`src/rtl/seq_pkg.sv`:
```
// Package: shared constants for the three-phase relay sequencer.
// Assumes the phase codes below are decoded the same way everywhere.
package seq_pkg;
    localparam int          NUM_PHASES = 3;
    localparam logic [1:0]  PH_FIRST   = 2'b01;
    localparam logic [1:0]  PH_MID     = 2'b10;
    localparam logic [1:0]  PH_LAST    = 2'b11;
endpackage

```
`src/rtl/seq_phase_timer.sv`:
```
// Module: per-phase delay counter.
// Counts ticks while its phase is active and stops at the target value.
// Holds at zero while its phase is inactive. done is combinational.
// Assumes the target is stable while the phase is active.
module seq_phase_timer #(
    parameter int DW = 8
) (
    input  logic          clk,
    input  logic          rst_n,
    input  logic          active,
    input  logic          tick,
    input  logic [DW-1:0] target,
    output logic          done
);
    logic [DW-1:0] cnt;

    // Count ticks while active, stop at target, clear while inactive.
    always_ff @(posedge clk) begin
        if (!rst_n || !active) begin
            cnt <= '0;
        end else if (tick && (cnt != target)) begin
            cnt <= cnt + DW'(1);
        end
    end

    // Completion flag for the state bits.
    assign done = active && (cnt == target);

    AST_IDLE_HELD_ZERO: assert property (@(posedge clk) disable iff (!rst_n)
        !active |=> (cnt == '0));
    AST_FREEZE_AT_TARGET: assert property (@(posedge clk) disable iff (!rst_n)
        (active && (cnt == target)) |=> ((cnt == $past(cnt)) || (cnt == '0)));
endmodule

```
`src/rtl/seq_state_bits.sv`:
```
// Module: the two set/reset phase bits.
// Finishing the first phase clears bit A. Finishing the middle phase clears bit B.
// Finishing the last phase sets both bits together. The illegal code A=1,B=0 is
// pulled back to the first phase. Assumes at most one done is high per cycle.
module seq_state_bits (
    input  logic clk,
    input  logic rst_n,
    input  logic done_first,
    input  logic done_mid,
    input  logic done_last,
    output logic bit_a,
    output logic bit_b
);
    // Set/reset update of the phase bits.
    always_ff @(posedge clk) begin
        if (!rst_n) begin
            bit_a <= 1'b1;
            bit_b <= 1'b1;
        end else if (bit_a && !bit_b) begin
            bit_a <= 1'b1;
            bit_b <= 1'b1;
        end else if (done_last) begin
            bit_a <= 1'b1;
            bit_b <= 1'b1;
        end else begin
            if (done_first) bit_a <= 1'b0;
            if (done_mid)   bit_b <= 1'b0;
        end
    end

    AST_RESET_TO_FIRST: assert property (@(posedge clk)
        !rst_n |=> (bit_a && bit_b));
    AST_LEGAL_CODE: assert property (@(posedge clk) disable iff (!rst_n)
        !(bit_a && !bit_b));
    AST_WRAP_BOTH_SET: assert property (@(posedge clk) disable iff (!rst_n)
        (!bit_a && !bit_b && done_last) |=> (bit_a && bit_b));
endmodule

```
`src/rtl/seq_phase_decode.sv`:
```
// Module: decodes the two state bits into the phase code, the one-hot active
// vector and the relay outputs. Purely combinational.
// Assumes the bit encoding A=1,B=1 first; A=0,B=1 middle; A=0,B=0 last.
module seq_phase_decode
    import seq_pkg::*;
(
    input  logic                  bit_a,
    input  logic                  bit_b,
    output logic [1:0]            phase,
    output logic [NUM_PHASES-1:0] act,
    output logic                  relay_first,
    output logic                  relay_last
);
    // Map the state bits to a phase code; the illegal code reads as first.
    always_comb begin
        unique case ({bit_a, bit_b})
            2'b01:   phase = PH_MID;
            2'b00:   phase = PH_LAST;
            default: phase = PH_FIRST;
        endcase
    end

    // Derive the active vector and the relay drives from the phase code.
    always_comb begin
        act[0]      = (phase == PH_FIRST);
        act[1]      = (phase == PH_MID);
        act[2]      = (phase == PH_LAST);
        relay_first = bit_a;
        relay_last  = !bit_b;
    end

    AST_RELAYS_EXCLUSIVE: assert final (!(relay_first && relay_last));
endmodule

```
`src/rtl/phase_relay_seq.sv`:
```
// Module: top of the three-phase cyclic relay sequencer.
// Has one delay counter per phase, two set/reset state bits and a decoder.
// Assumes tick is a single-cycle enable and the delays are held while in use.
module phase_relay_seq
    import seq_pkg::*;
#(
    parameter int DW = 8
) (
    input  logic          clk,
    input  logic          rst_n,
    input  logic          tick,
    input  logic [DW-1:0] delay_first,
    input  logic [DW-1:0] delay_mid,
    input  logic [DW-1:0] delay_last,
    output logic [1:0]    phase,
    output logic          relay_first,
    output logic          relay_last
);
    logic [NUM_PHASES-1:0] act;
    logic [NUM_PHASES-1:0] done;
    logic [DW-1:0]         delay_vec [NUM_PHASES];
    logic                  bit_a;
    logic                  bit_b;

    // Gather the delay settings so the timers can be generated in a loop.
    always_comb begin
        delay_vec[0] = delay_first;
        delay_vec[1] = delay_mid;
        delay_vec[2] = delay_last;
    end

    for (genvar i = 0; i < NUM_PHASES; i++) begin : g_timer
        seq_phase_timer #(.DW(DW)) u_timer (
            .clk    (clk),
            .rst_n  (rst_n),
            .active (act[i]),
            .tick   (tick),
            .target (delay_vec[i]),
            .done   (done[i])
        );
    end

    seq_state_bits u_bits (
        .clk        (clk),
        .rst_n      (rst_n),
        .done_first (done[0]),
        .done_mid   (done[1]),
        .done_last  (done[2]),
        .bit_a      (bit_a),
        .bit_b      (bit_b)
    );

    seq_phase_decode u_dec (
        .bit_a       (bit_a),
        .bit_b       (bit_b),
        .phase       (phase),
        .act         (act),
        .relay_first (relay_first),
        .relay_last  (relay_last)
    );

    AST_SINGLE_DONE: assert property (@(posedge clk) disable iff (!rst_n)
        $countones(done) <= 1);
    AST_ORDER_FIRST: assert property (@(posedge clk) disable iff (!rst_n)
        (phase == PH_FIRST) |=> (phase == PH_FIRST || phase == PH_MID));
    AST_ORDER_MID: assert property (@(posedge clk) disable iff (!rst_n)
        (phase == PH_MID) |=> (phase == PH_MID || phase == PH_LAST));
    AST_ORDER_LAST: assert property (@(posedge clk) disable iff (!rst_n)
        (phase == PH_LAST) |=> (phase == PH_LAST || phase == PH_FIRST));
endmodule

```
`config.mk`:
```
export PLATFORM = sky130hd
export DESIGN_NAME = phase_relay_seq
export DESIGN_NICKNAME = d
export VERILOG_FILES = /design/src/rtl/seq_pkg.sv /design/src/rtl/seq_phase_timer.sv /design/src/rtl/seq_state_bits.sv /design/src/rtl/seq_phase_decode.sv /design/src/rtl/phase_relay_seq.sv
export SDC_FILE = /design/constraint.sdc
export NUM_CORES = 1
export LEC_CHECK = 0
export BUFFER_PORTS_ARGS = -buffer_cell sky130_fd_sc_hd__buf_2
export CAP_MARGIN = 20
export CORE_MARGIN = 5
export CORE_UTILIZATION = 54
export CTS_CLUSTER_DIAMETER = 200
export CTS_CLUSTER_SIZE = 12
export DETAILED_ROUTE_END_ITERATION = 8
export PLACE_DENSITY = 0.77
export SETUP_SLACK_MARGIN = 0.05
export SYNTH_ARGS = -nofsm -noshare
export SYNTH_HDL_FRONTEND = slang
export SYNTH_HIERARCHICAL = 1
export SYNTH_SLANG_ARGS = --single-unit
```
`constraint.sdc`:
```
create_clock -name clk -period 1.8 [get_ports clk]
set_input_delay 0.09 -clock clk [delete_from_list [all_inputs] [get_ports clk]]
set_output_delay 0.09 -clock clk [all_outputs]
set_load 0.01 [all_outputs]
```
# After elaboration in Yosys (flattened, before gate mapping)
# Index checks and enable logic that the tools add are counted.
[classes]
bitwise_logic = 1
addsub = 3
n_mux = 1
eq_ne = 10
n_reduce_logical = 17
[ops]
columns = ["operator", "count"]
rows = [
  ["$add 8x1->8 const B", 3],
  ["$eq 8x8->1", 3],
  ["$ne 8x8->1", 3],
  ["$logic_and 1x1->1", 7],
  ["$logic_not 1->1", 5],
  ["$eq 2x1->1 const B", 2],
  ["$eq 2x2->1 const B", 2],
  ["$pmux 2 s2", 1],
  ["$logic_or 1x1->1", 3],
  ["$reduce_or 3->1", 1],
  ["$logic_not 2->1", 1],
  ["$not 1->1", 1],
]
[totals]
ff_bits = 26
wordCells = 37
input_bits = 27
output_inout_bits = 4

# Longest topological paths before layout
# Gate-level depths: netlist of run 1.
[depth]
word_depth = 5
ltp_mapped = 7
depth_no_buf = 6

# Modules after synthesis
# The synthesis of run 1 kept the hierarchy.
[by_module_without_submodules]
columns = ["mod", "n_inst", "area_per_inst_um2", "seq_area_each_um2", "cells_each"]
rows = [
  ["seq_phase_timer", 3, 484.2, 160.2, 55],
  ["seq_state_bits", 1, 75.1, 40.0, 8],
  ["seq_phase_decode", 1, 35.0, 0.0, 7],
]

# Worst setup path before layout of run 1
# Ideal clock, no wire load.
[synth_path]
path_type = "register to register"
from = "register g_timer[0].u_timer.cnt[4]"
to = "register u_bits.bit_a"
period_less_slack_ns = 1.481
required_ns = 1.680
arrival_time_ns = 1.362
slack_ns = 0.319
setup_ns = 0.120
stages_incl_launch_ff = 8
path_buffers = 1
path_cell_list = "dfxtp_1 xnor2_1 nand4_2 nor2_2 buf_6 and2_2 nand2_1 a211o_1"
[synth_via]
elab_chain_len = 2
[synth_lines]
columns = ["item", "line_no", "source"]
rows = [
  ["start: declaration", "seq_phase_timer.sv:15", "logic [DW-1:0] cnt;"],
  ["start signal: assignment", "seq_phase_timer.sv:22", "cnt <= cnt + DW'(1);"],
  ["$eq 8x8->1", "seq_phase_timer.sv:27", "assign done = active && (cnt == target);"],
  ["$logic_and 1x1->1", "seq_phase_timer.sv:27", ""],
  ["named net done[0]", "phase_relay_seq.sv:20", "logic [NUM_PHASES-1:0] done;"],
  ["end signal: assignment", "seq_state_bits.sv:17", "bit_a <= 1'b1;"],
  ["end signal: assignment", "seq_state_bits.sv:20", "bit_a <= 1'b1;"],
  ["end signal: assignment", "seq_state_bits.sv:23", "bit_a <= 1'b1;"],
  ["end: declaration", "seq_state_bits.sv:11", "output logic bit_a,"],
]
# The timed path passes the listed nets, and every way through them passes these cells.
# A chain may end at the register's enable or synchronous reset.

# Worst setup path after layout of run 1
[layout_path]
from = "register g_timer[0].u_timer.cnt[0]"
to = "register u_bits.bit_a"
# The elaborated chain is that of the path after synthesis.

==> summary.md, run 1 <==
| Metric | Value |
|---|---|
| Status | `finished, final reports clean` |
| Setup crit end kind | `flip-flop` |
| Startpoint types | `flip-flop` |
| Via count | `1392` |
| Seq/Total Area, Yosys | `33.3%` |
| First-pass GRT wire length | `5.62 mm` |
| Actual slew at the worst max-slew pin | `0.428 ns` |
| Root buf cell | `clkbuf_4` |
| Num CTS Buffers | `3` |
| Fin crit share | `90.4%` |
| Distinct cells, synth | `28` |
| Storage element area | `520 sq um` |
| Initial Util | `56.7%` |
| Setup crit start | `g_timer[0].u_timer/cnt[0]$_SDFFE_PP0P_` |
| CTS clock-pin slew for the worst setup and hold paths | `0.15 ns` |
| Max Transition Viols Final | `0` |
| GR Overflow Total | `0` |
| Post-DP HPWL | `2.54 mm` |
| Antenna violations before repair | `0` |
| Placed Area | `1710 sq um` |
| CTS H-tree depth | `1` |
| P&R area growth vs syn | `13.2%` |
| Clk buf depth | `2` |
| HP Start | `rst_n` |
| Reg-to-reg critical path startpoint | `g_timer[0].u_timer/cnt[0]$_SDFFE_PP0P_` |
| Max_cap viols | `0` |
| Sink Count | `26` |
| Worst Path Class, Setup | `flip-flop to flip-flop` |
| Synth Warn # | `6` |
| First-pass iteration count of the detailed router | `4` |
| Critical Path Max Stage Delay | `0.38 ns` |
| Crit-path max FO | `11` |
| Netlist Area Pre-Place | `1560 sq um` |
| I/O Buffers | `30` |
| Post-DR vias/cell | `5.80` |
| Die Span X | `63.8 microns` |
| FP Rows | `19` |
| Routed WL | `3.36 mm` |
| Finished Cell Area | `1770 sq um` |
| DRT antenna net count | `0` |
| Worst slew margin | `71.2%` |
| RSZ-0062 raised after global routing | `yes` |
| CP Cell Sequence | `xnor2_1 -> nand4_2 -> nor2_4 -> and2_2 -> nand2_1 -> a211o_1` |
| Antenna diodes | `0` |
| Hold crit path type | `primary input to flip-flop` |
| Proportion of layout cells with a drive suffix above 1 | `27.8%` |
| Leakage | `0.634 nW` |
| Die H | `63.8 microns` |
| Vias in the first global route | `1339` |
| Minimum clock period | `1.63 ns` |
| Worst setup margin | `0.173 ns` |
| Worst path bufs/invs | `0` |
| Die ar. | `4070 sq um` |
| Worst clock skew | `0.00482 ns` |
| Multi-input logic area | `996 sq um` |
| CTS tree | `built` |
| Total track usage | `16.7%` |
| Syn Nets | `210` |
| Worst path top cell family by delay | `simple AND/OR/NAND/NOR gates` |
| # IOs | `31` |
| Clock latency on the worst-skew pair | `0.32 ns` |
| Core area | `2760 sq um` |
| Power Density | `620 nW/um^2` |
| Final TNS setup | `0 ns` |
| Syn Area/Cell | `8.68 sq um` |
| Slowest cell on crit path | `dfxtp_1` |
| WP data arrival | `1.86 ns` |
| Setup WS pre-CTS | `0.0930 ns` |
| Hold Buf Count CTS | `0` |
| Final net count | `240` |
| Final RePlAce weighted congestion | `0.893` |
| Post-synthesis register bit count | `26` |
| Final Hold Violating Endpoints | `0` |
| WL/cell | `14.0 microns` |
| Gate count of the mapped netlist | `180` |
| Post-CTS Setup Inserts | `0` |
| Worst EP required | `2.03 ns` |
| Detailed Route Iter0 Violations | `58` |
| Largest net degree at the start of global routing | `16` |
| Final setup viols | `0` |
| Fmax | `0.615 GHz` |
| Fillers | `245` |
| Residual DRC count | `0` |
| Max VDD drop | `0.000601 V` |
[final timing paths]
kind / to / slack (ns) / depth (start not counted)
min: u_bits/bit_a$_SDFFE_PP1P_ / 0.08 / 3
min reg2reg: g_timer[0].u_timer/cnt[7]$_SDFFE_PP0P_ / 0.51 / 2
max: u_bits/bit_a$_SDFFE_PP1P_ / 0.17 / 6
max reg2reg: u_bits/bit_a$_SDFFE_PP1P_ / 0.17 / 6
[stage by stage]
stage | hold slack, ns | instances | power [W] | utilization [%]
global placement | 0.405 | 236 | 0.000699 | 61.9
global route | 0.0618 | 240 | 0.00115 | 64.2
detailed placement | 0.409 | 236 | 0.000704 | 61.9
floorplan | 0.247 | 180 | 0.000658 | -
finish | 0.0795 | 240 | 0.00110 | 64.2
CTS | 0.0638 | 240 | 0.00111 | 63.8
[cells in the mapped netlist]
library cell	number	share of area (%)
nand4_2	6	4.8
mux2i_1	3	1.9
or3_2	9	4.3
and2_2	3	1.4
o211ai_1	3	1.4
or4_1	6	2.9
nor2_1	13	3.1
nand2b_1	1	0.40
nor2_2	3	1.2
nand2_1	17	4.1
xnor2_1	24	13
a21oi_1	15	4.8
dfxtp_1	26	33
a211o_1	2	1.1
o21ai_0	12	3.8
and3_1	3	1.2
buf_6	3	2.2
clkbuf_1	1	0.24
nand4_1	3	1.2
nand3_1	3	0.96
or2_1	1	0.40
buf_4	1	0.48
and3_2	3	1.4
nor2b_1	1	0.40
inv_1	3	0.72
ha_1	3	2.4
o31ai_1	6	2.9
xor2_1	6	3.4
[layer usage]
metal	share of wire, %	up-vias	GRT usage, %
met5	0	-	0
met4	1.1	0	6.75
met3	6.2	4	3.68
met2	51	38	29.8
met1	42	648	19.1
li1	-	702	-
[flip-flops by register name, indices dropped and copies added (netlist names)]
| signal | flops |
|---|---|
| g_timer.u_timer/cnt | 24 |
| u_bits/bit_a | 1 |
| u_bits/bit_b | 1 |
[worst register-to-register path, stage by stage, from the launching register on]
cell	delay, ns
dfxtp_1	0.38
xnor2_1	0.23
nand4_2	0.18
nor2_4	0.25
and2_2	0.17
nand2_1	0.05
a211o_1	0.28
[repair_timing]
item,in CTS,in global routing
endpoints found under the hold margin,0,0
resized for setup,0,3
endpoints found under the setup margin,0,3
[kinds of logic (layout without fill, tap and decap cells)]
kind of cell    count (synthesis)  after routing  synth area share (%)
xor+xnor                       30             30                  16.8
compound gates                 38             38                  14.1
buf+inv                         8             37                  3.60
mux                             3              3                  1.92
fa+ha+maj                       3              3                  2.40
flops                          26             26                  33.3
simple gates                   72             72                  27.9
[power by group]
part           leakage, nW  internal [W]  switching, W
clock               0.0279      0.000225      0.000179
sequential           0.210      0.000581    0.00000656
combinational        0.396     0.0000537     0.0000516
total                0.634      0.000860      0.000237
[final cells by class]
class | count | area share [%]
Clock buffer | 3 | 1.27
Clock inverter | 1 | 1.70
Inverter | 3 | 0.636
Multi-Input combinational cell | 146 | 56.3
Sequential cell | 26 | 29.4
Tap cell | 31 | 2.19
Timing Repair Buffer | 30 | 8.49
[placed cells by master, fill, tap and decap left out, types with 9 or more instances in the layout]
master	instances
a21oi_1	15
buf_2	30
dfxtp_1	26
nand2_1	17
nor2_1	13
o21ai_0	11
or3_2	9
xnor2_1	24
Power figures use the tool's default switching activity.
==> inputs of run 2 (changes only) <==
Settings changed: CORE_UTILIZATION 54 to 56, PLACE_DENSITY 0.77 to 0.8.
Clock period 1.8 ns to 1.91 ns, I/O delays scaled along.
==> run 2 against run 1 <==
Compared with the run above:
- sequential share of layout area is 0.59 points higher
- non-clock buffer count stayed put
- worst setup slack better by 0.0032 ns
- global-route usage is 0.094 points higher
- clock-buffer cell count stayed put
- sequential cell count stayed put
- critical path type unchanged
- largest power group unchanged
==> summary.md, run 2 (synthesis results as in run 1) <==
| Metric | Value |
|---|---|
| Worst slew margin | `71.8% (was 71.2%)` |
| Switching power | `0.000209 W (was 0.000237 W)` |
| Final Hold Violating Endpoints | `0 (unchanged)` |
| Hold crit path type | `primary input to flip-flop (unchanged)` |
| Status | `finished, final reports clean (unchanged)` |
| Power Density | `508 nW/um^2 (was 620 nW/um^2)` |
| Worst clock skew | `0.00371 ns (was 0.00482 ns)` |
| Final RePlAce weighted congestion | `0.859 (was 0.893)` |
| Register share of total power | `62.9% (was 53.6%)` |
| Max Transition Viols Final | `0 (unchanged)` |
| First-pass GRT wire length | `5.63 mm (was 5.62 mm)` |
| Most frequent cells in the layout | `30 x buf_2, 26 x dfxtp_1, 24 x xnor2_1 (unchanged)` |
| Die H | `62.8 microns (was 63.8 microns)` |
| Crit-path max FO | `11 (unchanged)` |
| Startpoint types | `flip-flop (unchanged)` |
| Largest registers | `g_timer.u_timer/cnt x24, u_bits/bit_a x1, u_bits/bit_b x1 (unchanged)` |
| Max_cap viols | `0 (unchanged)` |
| Leakage | `0.620 nW (was 0.634 nW)` |
| Proportion of layout cells with a drive suffix above 1 | `27.4% (was 27.8%)` |
| Residual DRC count | `0 (unchanged)` |
| DRT met1 WL | `1.39 mm (was 1.40 mm)` |
| Hold Buf Count CTS | `0 (unchanged)` |
| Detailed Route Iter0 Violations | `30 (was 58)` |
| Fillers | `251 (was 245)` |
| First-pass iteration count of the detailed router | `4 (unchanged)` |
| WP data arrival | `1.95 ns (was 1.86 ns)` |
| Clock latency on the worst-skew pair | `0.31 ns (was 0.32 ns)` |
| Core area | `2710 sq um (was 2760 sq um)` |
| Actual slew at the worst max-slew pin | `0.418 ns (was 0.428 ns)` |
| Die Span X | `62.8 microns (was 63.8 microns)` |
| Top Metal Used | `met4 (unchanged)` |
| Num CTS Buffers | `3 (unchanged)` |
| Worst Path Class, Setup | `flip-flop to flip-flop (unchanged)` |
| WL/cell | `13.5 microns (was 14.0 microns)` |
| Fmax | `0.577 GHz (was 0.615 GHz)` |
| Max VDD drop | `0.000436 V (was 0.000601 V)` |
| CTS H-tree depth | `1 (unchanged)` |
| Register bank with the most flops | `g_timer.u_timer/cnt (unchanged)` |
| I/O Buffers | `30 (unchanged)` |
| P&R area growth vs syn | `11.0% (was 13.2%)` |
| Minimum clock period | `1.73 ns (was 1.63 ns)` |
| CTS clock-pin slew for the worst setup and hold paths | `0.14 ns (was 0.15 ns)` |
| Vias in the first global route | `1365 (was 1339)` |
| Sink Count | `26 (unchanged)` |
| Setup crit end kind | `flip-flop (unchanged)` |
| Final setup viols | `0 (unchanged)` |
| WL met2 | `1.59 mm (was 1.71 mm)` |
| Via count | `1360 (was 1392)` |
| FP Rows | `19 (unchanged)` |
| DRT antenna net count | `0 (unchanged)` |
| Fin crit share | `90.7% (was 90.4%)` |
| Routed wl met3 | `213 microns (was 208 microns)` |
| Final TNS setup | `0 ns (unchanged)` |
| Antenna violations before repair | `0 (unchanged)` |
| Post-DR vias/cell | `5.69 (was 5.80)` |
| Worst setup margin | `0.177 ns (was 0.173 ns)` |
| Sw frac | `23.7% (was 21.6%)` |
| Routed WL | `3.22 mm (was 3.36 mm)` |
| Final net count | `240 (unchanged)` |
| CTS tree | `built (unchanged)` |
| Root buf cell | `clkbuf_4 (unchanged)` |
| Total track usage | `16.8% (was 16.7%)` |
| Initial Util | `57.7% (was 56.7%)` |
| Largest net degree at the start of global routing | `14 (was 16)` |
| Hold_ws | `0.110 ns (was 0.0795 ns)` |
| Setup WS pre-CTS | `0.206 ns (was 0.0930 ns)` |
| Clock power frac | `26.0% (was 36.8%)` |
| GR Overflow Total | `0 (unchanged)` |
| Cell Int Power | `0.000671 W (was 0.000860 W)` |
| Clk buf depth | `2 (unchanged)` |
| Post-DP HPWL | `2.55 mm (was 2.54 mm)` |
| Max FFs per register | `24 (unchanged)` |
| Die ar. | `3950 sq um (was 4070 sq um)` |
| Worst EP required | `2.12 ns (was 2.03 ns)` |
| Most common cell after layout, fill and taps aside | `buf_2 (unchanged)` |
| Combinational share of power | `11.1% (was 9.6%)` |
| RSZ-0062 raised after global routing | `no (was yes)` |
| # IOs | `31 (unchanged)` |
| Antenna diodes | `0 (unchanged)` |
-- run 2: changes by cell type in the layout (fill, tap and decap cells not counted), sizes merged --
cell / before / now
bufinv: 1 / 0
-- run 2: routing by layer --
metal,global-route usage (%),vias to the layer above
li1,-,697
met1,20.6,625
met2,28.4,34
met3,3.78,4
met4,6.37,0
met5,0,-
-- run 2: worst max-delay path: stages (launching register included) --
cell and delay, ns:
dfxtp_1 0.46, xnor2_1 0.17, nand4_2 0.17, nor2_2 0.32, and2_2 0.20, nand2_1 0.05, a211o_1 0.27
-- run 2: metrics by stage --
step	cells	power [W]	utilization, %	instance area, sq um
floorplan	180	0.000620	-	1560
global placement	236	0.000658	63.0	1710
detailed placement	236	0.000663	63.0	1710
CTS	239	0.000889	63.8	1730
global route	239	0.000926	64.0	1730
finish	239	0.000880	64.0	1730
-- run 2: power by group through the flow --
| stage | combinational [W] | sequential [W] | clock, W |
|---|---|---|---|
| 2_1_floorplan | 0.0000557 | 0.000564 | 0 |
| 3_3_place_gp | 0.0000930 | 0.000565 | 0 |
| 3_5_place_dp | 0.0000973 | 0.000566 | 0 |
| 4_1_cts | 0.0000978 | 0.000554 | 0.000237 |
| 5_1_grt | 0.000107 | 0.000555 | 0.000265 |
| 6_report | 0.0000975 | 0.000554 | 0.000229 |
-- run 2: path summary, 6_finish.rpt --
path / slack [ns] / cells past startpoint / start / to
worst max-delay path: 0.18 / 6 / g_timer[1].u_timer/cnt[4]$_SDFFE_PP0P_ / u_bits/bit_b$_SDFFE_PP1P_
worst min-delay path: 0.11 / 3 / rst_n / u_bits/bit_a$_SDFFE_PP1P_
worst max register to register: 0.18 / 6 / g_timer[1].u_timer/cnt[4]$_SDFFE_PP0P_ / u_bits/bit_b$_SDFFE_PP1P_
worst min register to register: 0.53 / 2 / g_timer[0].u_timer/cnt[7]$_SDFFE_PP0P_ / g_timer[0].u_timer/cnt[7]$_SDFFE_PP0P_
-- run 2: what timing repair did --
action / CTS / global route
setup buffers: 0 / 0
setup endpoints to repair: 0 / 1
gates resized for setup: 0 / 1
-- run 2: area by class of cell --
type / instances / area (sq um) / share of cell area, %
Clock buffer: 3 / 22.5 / 1.30
Timing Repair Buffer: 30 / 150 / 8.66
Sequential cell: 26 / 520 / 30.0
Multi-Input combinational cell: 146 / 991 / 57.1
Inverter: 3 / 11.3 / 0.649
Tap cell: 31 / 38.8 / 2.24
